--- config.mk ---
export PLATFORM = sky130hd
export DESIGN_NAME = tlb_fa
export DESIGN_NICKNAME = d
export VERILOG_FILES = /design/src/rtl/tlb_pkg.sv /design/src/rtl/tlb_fa_match.sv /design/src/rtl/tlb_fa_penc.sv /design/src/rtl/tlb_fa_victim.sv /design/src/rtl/tlb_fa.sv
export SDC_FILE = /design/constraint.sdc
export NUM_CORES = 2
export LEC_CHECK = 0
export ABC_AREA = 0
export BUFFER_PORTS_ARGS = -buffer_cell sky130_fd_sc_hd__buf_4
export CAP_MARGIN = 20
export CORE_MARGIN = 3
export CORE_UTILIZATION = 62
export DETAILED_ROUTE_END_ITERATION = 12
export GPL_ROUTABILITY_DRIVEN = 0
export HOLD_SLACK_MARGIN = 0.05
export PLACE_DENSITY = 0.8
export SLEW_MARGIN = 10
export SYNTH_ARGS = -nofsm -noshare
export SYNTH_HDL_FRONTEND = slang
export SYNTH_HIERARCHICAL = 1
export SYNTH_SLANG_ARGS = --single-unit
--- constraint.sdc ---
create_clock -name clk_i -period 7.1 [get_ports clk_i]
set_clock_uncertainty 0.05 [all_clocks]
set_input_delay 1.775 -clock clk_i [delete_from_list [all_inputs] [get_ports clk_i]]
set_output_delay 1.775 -clock clk_i [all_outputs]
set_load 0.05 [all_outputs]
--- src/rtl/tlb_pkg.sv ---
package tlb_pkg;
  typedef enum logic [1:0] {
    ACC_READ  = 2'd0,
    ACC_WRITE = 2'd1,
    ACC_EXEC  = 2'd2
  } acc_e;

  typedef struct packed {
    logic rd;
    logic wr;
    logic ex;
  } perm_t;
endpackage

--- src/rtl/tlb_fa_match.sv ---
module tlb_fa_match #(
  parameter int ENTRIES = 16,
  parameter int VPN_W   = 20
) (
  input  logic [ENTRIES-1:0]            valid_i,
  input  logic [ENTRIES-1:0][VPN_W-1:0] tab_vpn_i,
  input  logic [VPN_W-1:0]              key_i,
  output logic [ENTRIES-1:0]            match_o
);
  for (genvar g = 0; g < ENTRIES; g++) begin : g_cmp
    assign match_o[g] = valid_i[g] && (tab_vpn_i[g] == key_i);
  end
endmodule

--- src/rtl/tlb_fa_penc.sv ---
module tlb_fa_penc #(
  parameter int N     = 16,
  localparam int IDX_W = (N > 1) ? $clog2(N) : 1
) (
  input  logic [N-1:0]     req_i,
  output logic             found_o,
  output logic [IDX_W-1:0] idx_o
);
  // lowest set bit wins
  always_comb begin
    idx_o = '0;
    for (int i = N - 1; i >= 0; i--) begin
      if (req_i[i]) idx_o = IDX_W'(i);
    end
  end
  assign found_o = |req_i;
endmodule

--- src/rtl/tlb_fa_victim.sv ---
module tlb_fa_victim #(
  parameter int ENTRIES = 16,
  localparam int IDX_W  = (ENTRIES > 1) ? $clog2(ENTRIES) : 1
) (
  input  logic [ENTRIES-1:0] valid_i,
  input  logic [ENTRIES-1:0] used_i,
  output logic [IDX_W-1:0]   idx_o,
  output logic               all_used_o
);
  logic             free_found, cold_found;
  logic [IDX_W-1:0] free_idx, cold_idx;

  tlb_fa_penc #(.N(ENTRIES)) u_free (
    .req_i  (~valid_i),
    .found_o(free_found),
    .idx_o  (free_idx)
  );

  tlb_fa_penc #(.N(ENTRIES)) u_cold (
    .req_i  (valid_i & ~used_i),
    .found_o(cold_found),
    .idx_o  (cold_idx)
  );

  always_comb begin
    all_used_o = 1'b0;
    if (free_found)      idx_o = free_idx;
    else if (cold_found) idx_o = cold_idx;
    else begin
      idx_o      = '0;
      all_used_o = 1'b1;
    end
  end
endmodule

--- src/rtl/tlb_fa.sv ---
module tlb_fa #(
  parameter int ENTRIES = 16,
  parameter int VPN_W   = 20,
  parameter int PPN_W   = 20,
  parameter int OFF_W   = 12,
  localparam int IDX_W  = (ENTRIES > 1) ? $clog2(ENTRIES) : 1,
  localparam int PA_W   = PPN_W + OFF_W
) (
  input  logic             clk_i,
  input  logic             rst_ni,
  input  logic             lookup_valid_i,
  input  logic [VPN_W-1:0] lookup_vpn_i,
  input  logic [OFF_W-1:0] lookup_off_i,
  input  logic [1:0]       lookup_acc_i,
  input  logic             refill_valid_i,
  input  logic [VPN_W-1:0] refill_vpn_i,
  input  logic [PPN_W-1:0] refill_ppn_i,
  input  logic [2:0]       refill_perm_i,
  input  logic             refill_dirty_i,
  input  logic             inv_all_i,
  input  logic             inv_page_i,
  input  logic [VPN_W-1:0] inv_vpn_i,
  output logic             resp_valid_o,
  output logic             resp_hit_o,
  output logic             resp_miss_o,
  output logic [PPN_W-1:0] resp_ppn_o,
  output logic [2:0]       resp_perm_o,
  output logic [PA_W-1:0]  resp_pa_o
);
  import tlb_pkg::*;

  logic [ENTRIES-1:0]            valid_q, used_q, dirty_q;
  logic [ENTRIES-1:0]            valid_d, used_d;
  logic [ENTRIES-1:0][VPN_W-1:0] vpn_q;
  logic [ENTRIES-1:0][PPN_W-1:0] ppn_q;
  perm_t [ENTRIES-1:0]           perm_q;

  logic [ENTRIES-1:0] lkp_hit_vec, ref_hit_vec, inv_hit_vec;
  logic               lkp_found, ref_found, inv_found_unused;
  logic [IDX_W-1:0]   lkp_idx, ref_idx, inv_idx_unused;
  logic [IDX_W-1:0]   vic_idx, wr_idx;
  logic               vic_all_used;
  logic               wr_clean, lkp_hit, ref_do;

  tlb_fa_match #(.ENTRIES(ENTRIES), .VPN_W(VPN_W)) u_match_lkp (
    .valid_i(valid_q), .tab_vpn_i(vpn_q), .key_i(lookup_vpn_i), .match_o(lkp_hit_vec)
  );
  tlb_fa_match #(.ENTRIES(ENTRIES), .VPN_W(VPN_W)) u_match_ref (
    .valid_i(valid_q), .tab_vpn_i(vpn_q), .key_i(refill_vpn_i), .match_o(ref_hit_vec)
  );
  tlb_fa_match #(.ENTRIES(ENTRIES), .VPN_W(VPN_W)) u_match_inv (
    .valid_i(valid_q), .tab_vpn_i(vpn_q), .key_i(inv_vpn_i), .match_o(inv_hit_vec)
  );

  tlb_fa_penc #(.N(ENTRIES)) u_enc_lkp (
    .req_i(lkp_hit_vec), .found_o(lkp_found), .idx_o(lkp_idx)
  );
  tlb_fa_penc #(.N(ENTRIES)) u_enc_ref (
    .req_i(ref_hit_vec), .found_o(ref_found), .idx_o(ref_idx)
  );
  // index unused: invalidation works on the whole match vector
  tlb_fa_penc #(.N(ENTRIES)) u_enc_inv (
    .req_i(inv_hit_vec), .found_o(inv_found_unused), .idx_o(inv_idx_unused)
  );

  tlb_fa_victim #(.ENTRIES(ENTRIES)) u_victim (
    .valid_i   (valid_q),
    .used_i    (used_q),
    .idx_o     (vic_idx),
    .all_used_o(vic_all_used)
  );

  // write to a clean page goes back to the walker to set the modified bit
  assign wr_clean = (lookup_acc_i == ACC_WRITE) && !dirty_q[lkp_idx];
  assign lkp_hit  = lookup_valid_i && lkp_found && !wr_clean;
  assign ref_do   = refill_valid_i && !inv_all_i && !inv_page_i;
  assign wr_idx   = ref_found ? ref_idx : vic_idx;

  always_comb begin
    valid_d = valid_q;
    used_d  = used_q;
    if (lkp_hit) used_d[lkp_idx] = 1'b1;
    if (inv_all_i) begin
      valid_d = '0;
      used_d  = '0;
    end else if (inv_page_i) begin
      valid_d = valid_q & ~inv_hit_vec;
      used_d  = used_d & ~inv_hit_vec;
    end else if (ref_do) begin
      if (!ref_found && vic_all_used) used_d = '0;
      used_d[wr_idx]  = 1'b1;
      valid_d[wr_idx] = 1'b1;
    end
  end

  always_ff @(posedge clk_i or negedge rst_ni) begin
    if (!rst_ni) begin
      valid_q <= '0;
      used_q  <= '0;
    end else begin
      valid_q <= valid_d;
      used_q  <= used_d;
    end
  end

  // payload needs no reset: guarded by valid_q
  always_ff @(posedge clk_i) begin
    if (ref_do) begin
      vpn_q[wr_idx]   <= refill_vpn_i;
      ppn_q[wr_idx]   <= refill_ppn_i;
      perm_q[wr_idx]  <= perm_t'(refill_perm_i);
      dirty_q[wr_idx] <= refill_dirty_i;
    end
  end

  logic             resp_valid_q, resp_hit_q, resp_miss_q;
  logic [PPN_W-1:0] resp_ppn_q;
  perm_t            resp_perm_q;
  logic [OFF_W-1:0] resp_off_q;

  always_ff @(posedge clk_i or negedge rst_ni) begin
    if (!rst_ni) begin
      resp_valid_q <= 1'b0;
      resp_hit_q   <= 1'b0;
      resp_miss_q  <= 1'b0;
      resp_ppn_q   <= '0;
      resp_perm_q  <= '0;
      resp_off_q   <= '0;
    end else begin
      resp_valid_q <= lookup_valid_i;
      resp_hit_q   <= lkp_hit;
      resp_miss_q  <= lookup_valid_i && !lkp_hit;
      resp_ppn_q   <= lkp_hit ? ppn_q[lkp_idx] : '0;
      resp_perm_q  <= lkp_hit ? perm_q[lkp_idx] : '0;
      resp_off_q   <= lookup_off_i;
    end
  end

  assign resp_valid_o = resp_valid_q;
  assign resp_hit_o   = resp_hit_q;
  assign resp_miss_o  = resp_miss_q;
  assign resp_ppn_o   = resp_ppn_q;
  assign resp_perm_o  = resp_perm_q;
  assign resp_pa_o    = {resp_ppn_q, resp_off_q};
endmodule

# [After elaboration in Yosys (flattened, before gate mapping)]
# Cells that the tools add are included.
[word_totals] n_memories=0 register_bits=774 word_cells=321 latchBits=0 input_bits=104 output_inout_bits=58 rom_bits=0 ram_bits=0
[op_classes] reduce_logical=68 n_eq_ne=49 add_sub_neg=0 div_mod_pow=0 n_mul=0 n_lt_le_gt_ge=4 shifts=0 bitwise=9 muxes=100
[ops] operator="20-bit == test" count=48
[ops] operator="320-bit bitwise mux" count=2
[ops] operator="4-bit 2-to-1 mux" count=67
[ops] operator="16-bit 2-to-1 mux" count=11
[ops] operator="20-bit binary-select mux with 4-bit select" count=1
[ops] operator="20-bit demux with 4-bit select" count=1
[ops] operator="16-bit OR reduction" count=4
[ops] operator="20-bit 2-to-1 mux" count=3
[ops] operator="1-bit logical AND" count=57
[ops] operator="16-bit AND" count=3
[ops] operator="48-bit bitwise mux" count=1
[ops] operator="16-bit NOT" count=3
[ops] operator="16-bit OR" count=3
[ops] operator="16-bit bitwise mux" count=1
[ops] operator="3-bit binary-select mux with 4-bit select" count=1
[ops] operator="3-bit demux with 4-bit select" count=1
[ops] operator="4-bit by 5-bit less-than comparator with 1-bit output (second input constant)" count=2
[ops] operator="3-bit 2-to-1 mux" count=3
[ops] operator="1-bit demux with 4-bit select" count=2
[ops] operator="4-bit by 1-bit greater-or-equal comparator with 1-bit output (second input constant)" count=2
[ops] operator="1-bit zero test" count=6
[ops] operator="1-bit 2-to-1 mux" count=5
[ops] operator="1-bit binary-select mux with 4-bit select" count=1
[ops] operator="3-bit nonzero test" count=1
[ops] operator="2-bit by 1-bit == test with 1-bit output (second input constant)" count=1

# [Longest topological paths before layout]
[logic_depth] depth_word=33 ltp_mapped=18 ltp_nobuf=12

# [Cells and area by module]
# Netlist, hierarchy kept.
[modules_own_cells] module="tlb_fa" area_per_inst_um2=27248.6 seq_area_each_um2=22892.0 cells_per_inst=1148 instances=1
[modules_own_cells] module="tlb_fa_match" area_per_inst_um2=3842.4 seq_area_each_um2=0.0 cells_per_inst=472 instances=3
[modules_own_cells] module="tlb_fa_penc" area_per_inst_um2=176.4 seq_area_each_um2=0.0 cells_per_inst=34 instances=4
[modules_own_cells] module="tlb_fa_victim" area_per_inst_um2=175.2 seq_area_each_um2=0.0 cells_per_inst=42 instances=1

# [Least setup slack after synthesis]
# No wires, ideal clock.
[synth_timing] path_type="in2reg" start="input port refill_vpn_i[1]" end="register dirty_q[13], enable pin" path_slack_ns=0.630 t_required_ns=6.598 n_path_buf=3 stages=12 setup_time_ns=0.452 arrival_time_ns=5.969 path_cell_list="buf_2 -> buf_2 -> xnor2_1 -> nand4_1 -> nor4_1 -> nor4_2 -> nand3_1 -> or3_1 -> clkbuf_1 -> and3_1 -> o21ai_0 -> nor2b_1"
[synth_lines] element="start, declared" line_no="tlb_fa.sv:16" text="input logic [VPN_W-1:0] refill_vpn_i,"
[synth_lines] element="end signal, assigned by index" line_no="tlb_fa.sv:112" text="dirty_q[wr_idx] <= refill_dirty_i;"
[synth_lines] element="end, declared" line_no="tlb_fa.sv:32" text="logic [ENTRIES-1:0] valid_q, used_q, dirty_q;"

# [Worst setup path after layout]
[layout_timing] start="input port lookup_vpn_i[15]" end="register resp_ppn_q[4], in the netlist resp_ppn_o[4]"
[layout_between] elab_cells_between_ends=59 classes_between="16 x eq/ne; 21 x mux; 22 x reduce/logical"
[layout_lines] element="start, declared" line_no="tlb_fa.sv:12" text="input logic [VPN_W-1:0] lookup_vpn_i,"
[layout_lines] element="20-bit == test (*)" line_no="tlb_fa_match.sv:11" text="assign match_o[g] = valid_i[g] && (tab_vpn_i[g] == key_i);"
[layout_lines] element="1-bit logical AND (*)" line_no="tlb_fa_match.sv:11"
[layout_lines] element="net lkp_hit_vec[14]" line_no="tlb_fa.sv:38" text="logic [ENTRIES-1:0] lkp_hit_vec, ref_hit_vec, inv_hit_vec;"
[layout_lines] element="4-bit 2-to-1 mux (*) (15 in a row)" line_no="tlb_fa_penc.sv:13" text="if (req_i[i]) idx_o = IDX_W'(i);"
[layout_lines] element="net lkp_idx[1]" line_no="tlb_fa.sv:40" text="logic [IDX_W-1:0] lkp_idx, ref_idx, inv_idx_unused;"
[layout_lines] element="1-bit binary-select mux with 4-bit select" line_no="tlb_fa.sv:74" text="assign wr_clean = (lookup_acc_i == ACC_WRITE) && !dirty_q[lkp_idx];"
[layout_lines] element="1-bit 2-to-1 mux (implied by the code)" line_no="tlb_fa.sv:74"
[layout_lines] element="1-bit zero test" line_no="tlb_fa.sv:74"
[layout_lines] element="1-bit logical AND" line_no="tlb_fa.sv:74"
[layout_lines] element="1-bit zero test" line_no="tlb_fa.sv:75" text="assign lkp_hit = lookup_valid_i && lkp_found && !wr_clean;"
[layout_lines] element="1-bit logical AND" line_no="tlb_fa.sv:75"
[layout_lines] element="20-bit 2-to-1 mux (*)" line_no="tlb_fa.sv:133" text="resp_ppn_q <= lkp_hit ? ppn_q[lkp_idx] : '0;"
[layout_lines] element="end signal, assigned" line_no="tlb_fa.sv:133"
[layout_lines] element="end, declared" line_no="tlb_fa.sv:117" text="logic [PPN_W-1:0] resp_ppn_q;"
# The timed path passes the listed nets; every way through them passes the cells marked *. The select of a mux whose other input is x is not followed.
# A chain may end at the register's enable or synchronous reset.

==> results.toml <==
[worst_setup_path]
cp_slowest_cell = "sky130_fd_sc_hd__a31oi_4"
critPathMaxStageDelay_ps = 660
critPathTopFamily = "simple AND/OR/NAND/NOR gates"
critical_path.startpoint_type = "primary input"
critical-path-top-cell-by-count = "sky130_fd_sc_hd__buf_4"
timing.critical_path.cells = "buf_4 -> xor2_1 -> nor4_1 -> nand4_1 -> nor4_1 -> buf_4 -> nor2_1 -> o31ai_1 -> nand2_1 -> a31oi_4 -> buf_4 -> mux4_2 -> mux4_2 -> nor3b_1"
cp-end-kind = "flop"
crit-reg2reg-launch = "vpn_q[295]$_DFFE_PP_"
timing.critical_path.from = "lookup_vpn_i[15]"
regToRegSetupSlack_ps = 2140
crit_fanout = 44
timing.reg2reg.worst_path_depth = 13
critical_path_cell_count = 14
critPathBufInv = 3
arrival_time_reported_for_the_critical_path_endpoint_ps = 6460
timing.critical_path.to = "resp_ppn_o[4]$_DFF_PN0_"
critical_path_class = "in2reg"
rr_endpoint = "resp_ppn_o[4]$_DFF_PN0_"
worst_ep_required_time_ps = 7530

[synthesis]
synth.top_cells.by_area = "sky130_fd_sc_hd__edfxtp_1 (53%), sky130_fd_sc_hd__xnor2_1 (13%), sky130_fd_sc_hd__xor2_1 (8.5%), sky130_fd_sc_hd__mux4_2 (6.8%), sky130_fd_sc_hd__dfrtp_1 (4.4%)"
synth.cells.most_frequent = "sky130_fd_sc_hd__edfxtp_1 (704), sky130_fd_sc_hd__xnor2_1 (576), sky130_fd_sc_hd__xor2_1 (384)"
ys_dominant_reg_cell = "sky130_fd_sc_hd__edfxtp_1"
yosys_warnings = 6
synth_seq_area_share = 0.577
synth_largest_type_area_fraction = 0.533
post-synth-top-count-cell = "sky130_fd_sc_hd__edfxtp_1"
mappedNetlistNets = 2846
synth_edf_count = 704
synthCells = 2742
netlist.top_cell.by_area = "sky130_fd_sc_hd__edfxtp_1"
async_flop_share = 0.0904
netlist_area_sq_mm = 0.0397
synth_cell_type_count = 58
syn-mean-instance-area_sq_um = 14.5
postSynthRegisterBits = 774

[finish]
drive_above_1_share = 0.187
fill_cells = 3976
final_core_util = 0.699
design.final.nets = 2989
area_growth_pct = 11.4

[grt]
grt_start_max_net_pins = 46
use_met2 = 0.584
grt_pass1_vias = 26791
grt_pass1_wl_mm = 181
overflow = 0
grt.met1_usage = 0.471
most_crowded_layer_gr = "met2"
global_route.usage.met3 = 0.0823
grt_usage = 0.375
initial_antenna_violation_count = 2

[drt]
vias_per_cell = 6.96
drc = 0
routed_vias = 26470
totalWireLength_mm = 127
iteration_count_of_the_initial_detailed_routing_pass = 8
wire_per_inst_um = 33.3
antenna_left = 0
1st_iter_drt_viols = 3690

[floorplanning]
floorplan.die_area_sq_mm = 0.0670
rows = 92
fp.dieW_um = 259
io_pins = 162
die_extent_in_y_um = 259
core_region_area_sq_mm = 0.0632
floorplan.initialDensity = 0.628

[clock_tree]
clock_sinks = 774
path_clk_slew_ps = 60
ctsHtreeMaxLevel = 3
clock_tree_from_tritoncts = "built"
clockBufferDepth = 3
root_buffer = "sky130_fd_sc_hd__clkbuf_16"
cts_repair_resize_count = 0
cts_buffers = 81
cts.repair_timing.setup_buffer_count = 0
ctsHoldBuffers = 0
clk-insertion-delay-late_ps = 670

[timing]
hold_violations = 0
final_period_minus_worst_setup_slack_ps = 6030
finalSetupViolCount = 0
timing_worst_slew_pin_value_ps = 1200
finalHoldWorstSlack_ps = 548
timing.slew.headroom = 0.193
unrepaired_setup_endpoints_after_global_routing = "false"
drv_slew = 0
final.setup.tns_ps = 0
finalWorstSetupSlack_ps = 1070
timing.final.crit_share = 0.849
max_clock_freq_mhz = 166

[power_and_ir_drop]
total_power_mw = 10.0
ir_worst_vdd_uv = 260
power_density_mw_per_mm2 = 226
total_leakage_power_nw = 14.1

[place]
pre_cts_ws_ps = 689
dpl.hpwl_mm = 73.5
placement.io_buffers = 161

[min_path]
worst_hold_path.num_cells = 2
min-delay-path-class = "reg2reg"

[run_status]
run_status = "finished clean"

[job]
drv_cap = 0
==> state kept, by name, indices dropped and copies added, names as in the netlist <==
signal / flops
dirty_q: 16
resp_perm_o: 3
resp_off_q: 12
valid_q: 16
vpn_q: 320
resp_miss_o: 1
resp_ppn_o: 20
resp_hit_o: 1
used_q: 16
perm_q: 48
ppn_q: 320
resp_valid_o: 1
==> stage by stage <==
stage                     instance area [sq um]  std cells
final                                     44200       3801
after floorplan                           39700       2742
after detailed placement                  41500       3648
after global routing                      44200       3799
after CTS                                 44200       3798
after global placement                    41500       3647
==> layer usage <==
metal | wire length, um | part of all wire
met5 | 0 | 0
met4 | 9960 | 0.079
met3 | 15300 | 0.12
met2 | 58500 | 0.46
met1 | 42900 | 0.34
==> report_power, final <==
part | internal [mW] | total, mW | switching (mW)
Combinational | 0.239 | 0.739 | 0.500
Clock | 2.41 | 4.26 | 1.85
Sequential | 4.99 | 5.00 | 0.0124
Total | 7.64 | 10.0 | 2.37
==> cell type report <==
type,count,area [sq um],area share
well taps,846,1060,0.0240
flip-flops and latches,774,22900,0.518
inverters,39,146,0.00331
multi-input cells,1738,15400,0.348
clock inverters,41,477,0.0108
diodes,3,7.51,0.000170
clock buffers,109,2210,0.0501
repair buffers,251,2010,0.0454
==> cells by family after synthesis <==
group,after synthesis,synth area share
buffers and inverters,230,0.0368
multiplexers,123,0.0686
flip-flops,774,0.577
AND/OR/NAND/NOR,519,0.0799
XOR/XNOR,960,0.212
AO/OA/AOI/OAI,136,0.0255
==> how the worst min path moves through the flow <==
| stage | from | endpoint | slack, ps |
|---|---|---|---|
| finish | used_q[0]$_DFF_PN0_ | used_q[0]$_DFF_PN0_ | 550 |
| global route | used_q[0]$_DFF_PN0_ | used_q[0]$_DFF_PN0_ | 560 |
| CTS | used_q[12]$_DFF_PN0_ | used_q[12]$_DFF_PN0_ | 540 |
| detailed placement | used_q[12]$_DFF_PN0_ | used_q[12]$_DFF_PN0_ | 530 |
| global placement | used_q[0]$_DFF_PN0_ | used_q[0]$_DFF_PN0_ | 510 |
| floorplan | used_q[12]$_DFF_PN0_ | used_q[12]$_DFF_PN0_ | 460 |
==> worst min-delay path, cell delays in order, from the launching register on <==
cell and delay (ps):
sky130_fd_sc_hd__dfrtp_1 350, sky130_fd_sc_hd__a32oi_1 70, sky130_fd_sc_hd__a21oi_1 140
==> placed cells by master, fill, tap and decap left out, types with 15 or more instances in the layout <==
master	count
sky130_fd_sc_hd__edfxtp_1	704
sky130_fd_sc_hd__xnor2_1	576
sky130_fd_sc_hd__xor2_1	384
sky130_fd_sc_hd__buf_4	240
sky130_fd_sc_hd__nand4_1	144
sky130_fd_sc_hd__nor4_1	121
sky130_fd_sc_hd__mux4_2	119
sky130_fd_sc_hd__clkbuf_16	81
sky130_fd_sc_hd__dfrtp_1	70
sky130_fd_sc_hd__nand3_1	60
sky130_fd_sc_hd__nor2_1	51
sky130_fd_sc_hd__inv_1	38
sky130_fd_sc_hd__nand2_1	38
sky130_fd_sc_hd__nor4_2	31
sky130_fd_sc_hd__nor3b_1	23
sky130_fd_sc_hd__a31oi_1	21
sky130_fd_sc_hd__clkbuf_1	20
sky130_fd_sc_hd__a21oi_1	18
sky130_fd_sc_hd__clkinv_2	15
No activity file was read; power rests on OpenSTA's default activity.
